--- src/rtl/gpio_port_pkg.sv ---
package gpio_port_pkg;

    localparam int unsigned PORT_W = 8;
    localparam int unsigned IDX_W  = 8;

    typedef logic [PORT_W-1:0] pvec_t;
    typedef logic [IDX_W-1:0]  idx_t;

    typedef enum logic [1:0] {
        REG_DOUT   = 2'd0,
        REG_PIN    = 2'd1,
        REG_INDEX  = 2'd2,
        REG_WINDOW = 2'd3
    } bus_reg_e;

    localparam idx_t SUB_DIR = 8'h01;
    localparam idx_t SUB_AFN = 8'h02;
    localparam idx_t SUB_ODR = 8'h03;
    localparam idx_t SUB_HDR = 8'h04;

    typedef struct packed {
        pvec_t dir;
        pvec_t afn;
        pvec_t odr;
        pvec_t hdr;
    } port_cfg_t;

    localparam port_cfg_t CFG_RESET = '{dir: '1, afn: '0, odr: '0, hdr: '0};

    typedef struct packed {
        logic en;
        logic val;
    } drive_t;

    function automatic logic idx_known(idx_t idx);
        return (idx == SUB_DIR) || (idx == SUB_AFN) ||
               (idx == SUB_ODR) || (idx == SUB_HDR);
    endfunction

endpackage

--- src/rtl/gpio_cfg_regs.sv ---
module gpio_cfg_regs
    import gpio_port_pkg::*;
(
    input  logic      clk,
    input  logic      rst,
    input  bus_reg_e  sel,
    input  logic      we,
    input  pvec_t     wdata,
    output port_cfg_t cfg,
    output pvec_t     dout,
    output idx_t      index,
    output pvec_t     window_rdata
);

    logic win_wr;
    assign win_wr = we && (sel == REG_WINDOW);

    always_ff @(posedge clk) begin
        if (rst) begin
            cfg   <= CFG_RESET;
            dout  <= '0;
            index <= '0;
        end else if (we) begin
            unique case (sel)
                REG_DOUT:  dout  <= wdata;
                REG_INDEX: index <= idx_t'(wdata);
                REG_WINDOW: begin
                    if (index == SUB_DIR) cfg.dir <= wdata;
                    if (index == SUB_AFN) cfg.afn <= wdata;
                    if (index == SUB_ODR) cfg.odr <= wdata;
                    if (index == SUB_HDR) cfg.hdr <= wdata;
                end
                default: ;
            endcase
        end
    end

    always_comb begin
        window_rdata = '0;
        if (index == SUB_DIR) window_rdata = cfg.dir;
        if (index == SUB_AFN) window_rdata = cfg.afn;
        if (index == SUB_ODR) window_rdata = cfg.odr;
        if (index == SUB_HDR) window_rdata = cfg.hdr;
    end

    p_reset_vals_r1: assert property (@(posedge clk)
        $past(rst) && !rst |-> (cfg.dir == '1) && (cfg.odr == '0) && (index == '0));

    p_index_hold_r2: assert property (@(posedge clk) disable iff (rst)
        win_wr |=> $stable(index));

    p_window_odr_r2: assert property (@(posedge clk) disable iff (rst)
        win_wr && (index == SUB_ODR) |=> cfg.odr == $past(wdata));

    p_unknown_ignored_r3: assert property (@(posedge clk) disable iff (rst)
        win_wr && !idx_known(index) |=> $stable(cfg));

endmodule

--- src/rtl/gpio_pin_drive.sv ---
module gpio_pin_drive
    import gpio_port_pkg::*;
(
    input  logic      clk,
    input  logic      rst,
    input  port_cfg_t cfg,
    input  pvec_t     dout,
    input  pvec_t     alt_out,
    input  pvec_t     alt_oe,
    output pvec_t     pad_oe,
    output pvec_t     pad_do,
    output pvec_t     pad_hd
);

    for (genvar i = 0; i < PORT_W; i++) begin : g_pin
        drive_t chosen;

        always_comb begin
            if (cfg.afn[i]) begin
                chosen.en  = alt_oe[i];
                chosen.val = alt_out[i];
            end else begin
                chosen.en  = ~cfg.dir[i];
                chosen.val = dout[i];
            end
        end

        always_comb begin
            if (cfg.odr[i]) begin
                pad_oe[i] = chosen.en & ~chosen.val;
                pad_do[i] = 1'b0;
            end else begin
                pad_oe[i] = chosen.en;
                pad_do[i] = chosen.val;
            end
        end

        assign pad_hd[i] = cfg.hdr[i];

        p_od_never_high_r6: assert property (@(posedge clk) disable iff (rst)
            cfg.odr[i] |-> !(pad_oe[i] && pad_do[i]));

        p_port_owned_input_r4: assert property (@(posedge clk) disable iff (rst)
            !cfg.afn[i] && cfg.dir[i] |-> !pad_oe[i]);
    end

endmodule

--- src/rtl/gpio_in_sync.sv ---
module gpio_in_sync
    import gpio_port_pkg::*;
#(
    parameter int unsigned STAGES = 2
) (
    input  logic  clk,
    input  logic  rst,
    input  pvec_t d,
    output pvec_t q
);

    pvec_t stage [STAGES];

    for (genvar s = 0; s < STAGES; s++) begin : g_stage
        always_ff @(posedge clk) begin
            if (rst) stage[s] <= '0;
            else     stage[s] <= (s == 0) ? d : stage[(s == 0) ? 0 : s - 1];
        end
    end

    assign q = stage[STAGES-1];

endmodule

--- src/rtl/gpio_port_ctrl.sv ---
module gpio_port_ctrl
    import gpio_port_pkg::*;
(
    input  logic       clk,
    input  logic       rst,
    input  logic [1:0] bus_sel,
    input  logic       bus_we,
    input  logic [7:0] bus_wdata,
    output logic [7:0] bus_rdata,
    input  logic [7:0] pin_in,
    input  logic [7:0] alt_out,
    input  logic [7:0] alt_oe,
    output logic [7:0] pad_oe,
    output logic [7:0] pad_do,
    output logic [7:0] pad_hd
);

    bus_reg_e  sel;
    port_cfg_t cfg;
    pvec_t     dout;
    idx_t      index;
    pvec_t     win_rd;
    pvec_t     pin_sync;

    assign sel = bus_reg_e'(bus_sel);

    gpio_cfg_regs u_regs (
        .clk          (clk),
        .rst          (rst),
        .sel          (sel),
        .we           (bus_we),
        .wdata        (bus_wdata),
        .cfg          (cfg),
        .dout         (dout),
        .index        (index),
        .window_rdata (win_rd)
    );

    gpio_pin_drive u_drive (
        .clk     (clk),
        .rst     (rst),
        .cfg     (cfg),
        .dout    (dout),
        .alt_out (alt_out),
        .alt_oe  (alt_oe),
        .pad_oe  (pad_oe),
        .pad_do  (pad_do),
        .pad_hd  (pad_hd)
    );

    gpio_in_sync #(.STAGES(2)) u_sync (
        .clk (clk),
        .rst (rst),
        .d   (pin_in),
        .q   (pin_sync)
    );

    always_comb begin
        unique case (sel)
            REG_DOUT:   bus_rdata = dout;
            REG_PIN:    bus_rdata = pin_sync;
            REG_INDEX:  bus_rdata = pvec_t'(index);
            REG_WINDOW: bus_rdata = win_rd;
            default:    bus_rdata = '0;
        endcase
    end

    p_pin_ro_r8: assert property (@(posedge clk) disable iff (rst)
        bus_we && (sel == REG_PIN) |=> $stable(dout) && $stable(index) && $stable(cfg));

endmodule

--- config.mk ---
export PLATFORM = sky130hd
export DESIGN_NAME = gpio_port_ctrl
export DESIGN_NICKNAME = d
export VERILOG_FILES = /design/src/rtl/gpio_port_pkg.sv /design/src/rtl/gpio_cfg_regs.sv /design/src/rtl/gpio_pin_drive.sv /design/src/rtl/gpio_in_sync.sv /design/src/rtl/gpio_port_ctrl.sv
export SDC_FILE = /design/constraint.sdc
export NUM_CORES = 1
export LEC_CHECK = 0
export BUFFER_PORTS_ARGS = -buffer_cell sky130_fd_sc_hd__buf_4
export CAP_MARGIN = 15
export CORE_MARGIN = 2
export CORE_UTILIZATION = 58
export DETAILED_ROUTE_END_ITERATION = 6
export PLACE_DENSITY = 0.85
export SYNTH_ARGS = -nofsm -noshare
export SYNTH_HDL_FRONTEND = slang
export SYNTH_SLANG_ARGS = --single-unit
export TNS_END_PERCENT = 5
--- constraint.sdc ---
create_clock -name clk -period 2.74 [get_ports clk]
set_clock_uncertainty 0.05 [all_clocks]
set_input_delay 0.685 -clock clk [delete_from_list [all_inputs] [get_ports clk]]
set_output_delay 0.685 -clock clk [all_outputs]
set_load 0.02 [all_outputs]
==> results.md <==
- Status: completed
- Die area: 5930 sq um
- Setup WS pre-CTS: 205 ps
- Setup ws final: 165 ps
- Relative slew margins: 57.1%
- Worst Hold Slack: 389 ps
- Commonest non-fill, non-tap cell in the layout: buf_4
- Total gr overflow: 0
- Routed wire length per instance: 16.0 microns
- Critical path class: reg -> out
- Antenna viol nets, final: 0
- FF+latch count, synth: between 60 and 70
- Hold_sp: u_sync.stage[0][5]
- Number of global-route vias before repair: 2543
- P per Cell Area: between 500 and 600 nW/um^2
- DP Wirelength: roughly 5000 microns
- Die Y: 77.0 microns
- Synth Warn #: 0
- Number of CTS-inserted buffers: 9
- Final #Nets: roughly 440
- CTS max path bufs: 2
- First-pass DRT Iterations: 5
- Routed via count: between 2000 and 3000
- Residual DRC: 0
- CTS tree: built
- Max cap viols: 0
- Initial DRC count: between 150 and 200
- Most frequent cells in the layout: buf_4, dfxtp_1, nor2_1, mux2i_1, nand2_1
- Final setup fails: 0
- Hold-critical path depth: 1
- Achievable Freq: 0.388 GHz
- CTS clock-pin slew for the worst setup and hold paths: 70 ps
- Initial antenna violation count: 0
- Cell Rows: 26
- Total core area: roughly 5100 sq um
- Routability cong.: 0.792
- R2R depth: 5
- Hold-critical path endpoint: u_sync.stage[1][5]
- RSZ-0062 raised after global routing: false
- Ratio of cells with drive above 1 in the final layout: between 20% and 30%
- CTS Root Cell: clkbuf_8
- Tcrit/Tclk final: 94.0%
- Post-synthesis instance area: 3090 sq um
- Required time of the critical path: 2010 ps
- CTS Hold Bufs: 0
- Clock latency on the worst-skew pair: between 300 and 400 ps
- Initial Utilization: around 60%
- Mapped Nets: 383
- Count of final hold-check violations: 0
- WP data arrival: 1840 ps
- Cell variety after synth: 36
- Final setup TNS: 0 ps
- Critical Path Start Type: flop
- Peak VDD IR: 0.350 mV
- Syn avg cell area: about 8.9 sq um
- Reg-to-Reg End: u_regs.cfg[27]
- # H-tree levels: 3
- Hold Crit Class: reg -> reg
- Lkg Pwr: 1.72 nW
- Post-CTS Setup Inserts: 0
- Critical Path Sink Type: output port
- Critical path peak fanout: 9
- Slew @ Worst Pin: 643 ps
- P&R area growth vs syn: 21.8%
- DRT Wirelength: approximately 7600 microns
- Vias per cell: 5.68
- Gr usage total: 26.4%
- IO Count: 69
- Die Wd: 77.0 microns
- Reg2reg start: u_regs.index[7]
- Largest net degree at the start of global routing: 65
- Final Max Tran Viols: 0
- Fin crit period: 2580 ps
- First-pass GRT wire length: 12400 microns
- Ant diodes: 0
- Cells after Synth: 346
- Post-synthesis sequential area ratio: 41.5%
- R2r setup slk: 870 ps
- Input/output buffers: 68
- Number of clock sinks: 64
- Final design utilization: 73.2%
[per-layer routing]
metal,up-vias,GRT usage (%),part of all wire [%]
met4,0,12.3,2.1
met1,1240,33.2,41
li1,1298,-,-
met2,135,44.2,49
met3,14,4.71,8.4
met5,-,0,0
[flip-flops by register name, summed over array words and instances, names as in the netlist]
| register | flops |
|---|---|
| u_regs.cfg | 32 |
| u_regs.dout | 8 |
| u_regs.index | 8 |
| u_sync.stage | 16 |
[area by class of cell]
cell class | instances | area [sq um]
clock buffer | 10 | 138
clock inverter | 6 | 82.6
fill | 416 | 1380
inverter | 7 | 26.3
multi-input combinational | 245 | 1620
sequential | 64 | 1280
tap | 70 | 87.6
timing repair buffer | 71 | 533
[worst max-delay path, cell delays in order (launching register included)]
cell	delay [ps]
dfxtp_1	430
or3b_4	500
o221ai_1	110
o211ai_1	120
a21oi_1	170
buf_4	160
[cells in the mapped netlist]
cell       number  share of area [%]
buf_6           2               0.73
and4b_1         1               0.32
dfxtp_1        64                 41
a211o_1         8                2.3
mux2i_1        48                 16
clkinv_1        1               0.12
a21oi_1        17                2.8
nor3b_1         1               0.24
buf_1           5               0.61
nor2b_2         2               0.57
nand2_1        34                4.1
or2_2           2               0.40
a31o_2          7                2.0
o21ai_0        12                1.9
inv_1           6               0.73
nor2_1         51                6.2
and2_1          1               0.20
and2_2          1               0.24
o221ai_1        8                2.3
nand4_2         1               0.40
nand3_2         2               0.65
and3_1          1               0.20
buf_12          1               0.65
nand3b_1        1               0.24
nand2b_1        2               0.40
a211oi_1        7                1.7
or3b_2          1               0.28
and4bb_1        1               0.40
nor2b_1        23                4.7
o211ai_1        8                1.9
clkbuf_1       11                1.3
o2bb2ai_1       2               0.57
and4bb_2        2               0.81
buf_2           2               0.32
nor3_4          1               0.53
buf_4           9                2.2
[report_power, final]
group | switching (mW) | internal [mW]
clock | 0.352 | 0.531
sequential | 0.0140 | 0.951
combinational | 0.117 | 0.0954
total | 0.483 | 1.58
[kinds of logic (layout without fill, tap and decap cells)]
| group | Yosys count | count (layout) | synth area share (%) |
|---|---|---|---|
| flip-flops | 64 | 64 | 41.5 |
| AO/OA/AOI/OAI | 69 | 69 | 15.4 |
| AND/OR/NAND/NOR | 128 | 128 | 20.9 |
| multiplexers | 48 | 48 | 15.5 |
| buffers and inverters | 37 | 94 | 6.68 |
[worst max-delay path by stage]
stage / startpoint / end / slack (ps) / cells after the start
after detailed placement: bus_sel[1] / bus_rdata[6] / 200 / 6
after global routing: u_regs.index[2] / bus_rdata[1] / 60 / 5
after CTS: u_regs.index[2] / bus_rdata[1] / 4 / 5
after global placement: bus_sel[1] / bus_rdata[6] / 250 / 6
final: u_regs.index[2] / bus_rdata[6] / 160 / 5
after floorplan: bus_sel[1] / bus_rdata[6] / 170 / 6
[stage by stage]
step | instance area, sq um | cells | power [mW]
5_1_grt | 3760 | 473 | 2.12
6_report | 3760 | 473 | 2.06
3_5_place_dp | 3530 | 457 | 1.19
4_1_cts | 3750 | 473 | 2.07
3_3_place_gp | 3530 | 457 | 1.19
2_1_floorplan | 3090 | 346 | 1.10
[what timing repair did]
| action | in CTS | in global routing |
|---|---|---|
| gates resized for setup | 0 | 4 |
| endpoints found under the setup margin | 0 | 8 |
| endpoints found under the hold margin | 0 | 0 |
Power figures use the tool's default switching activity.
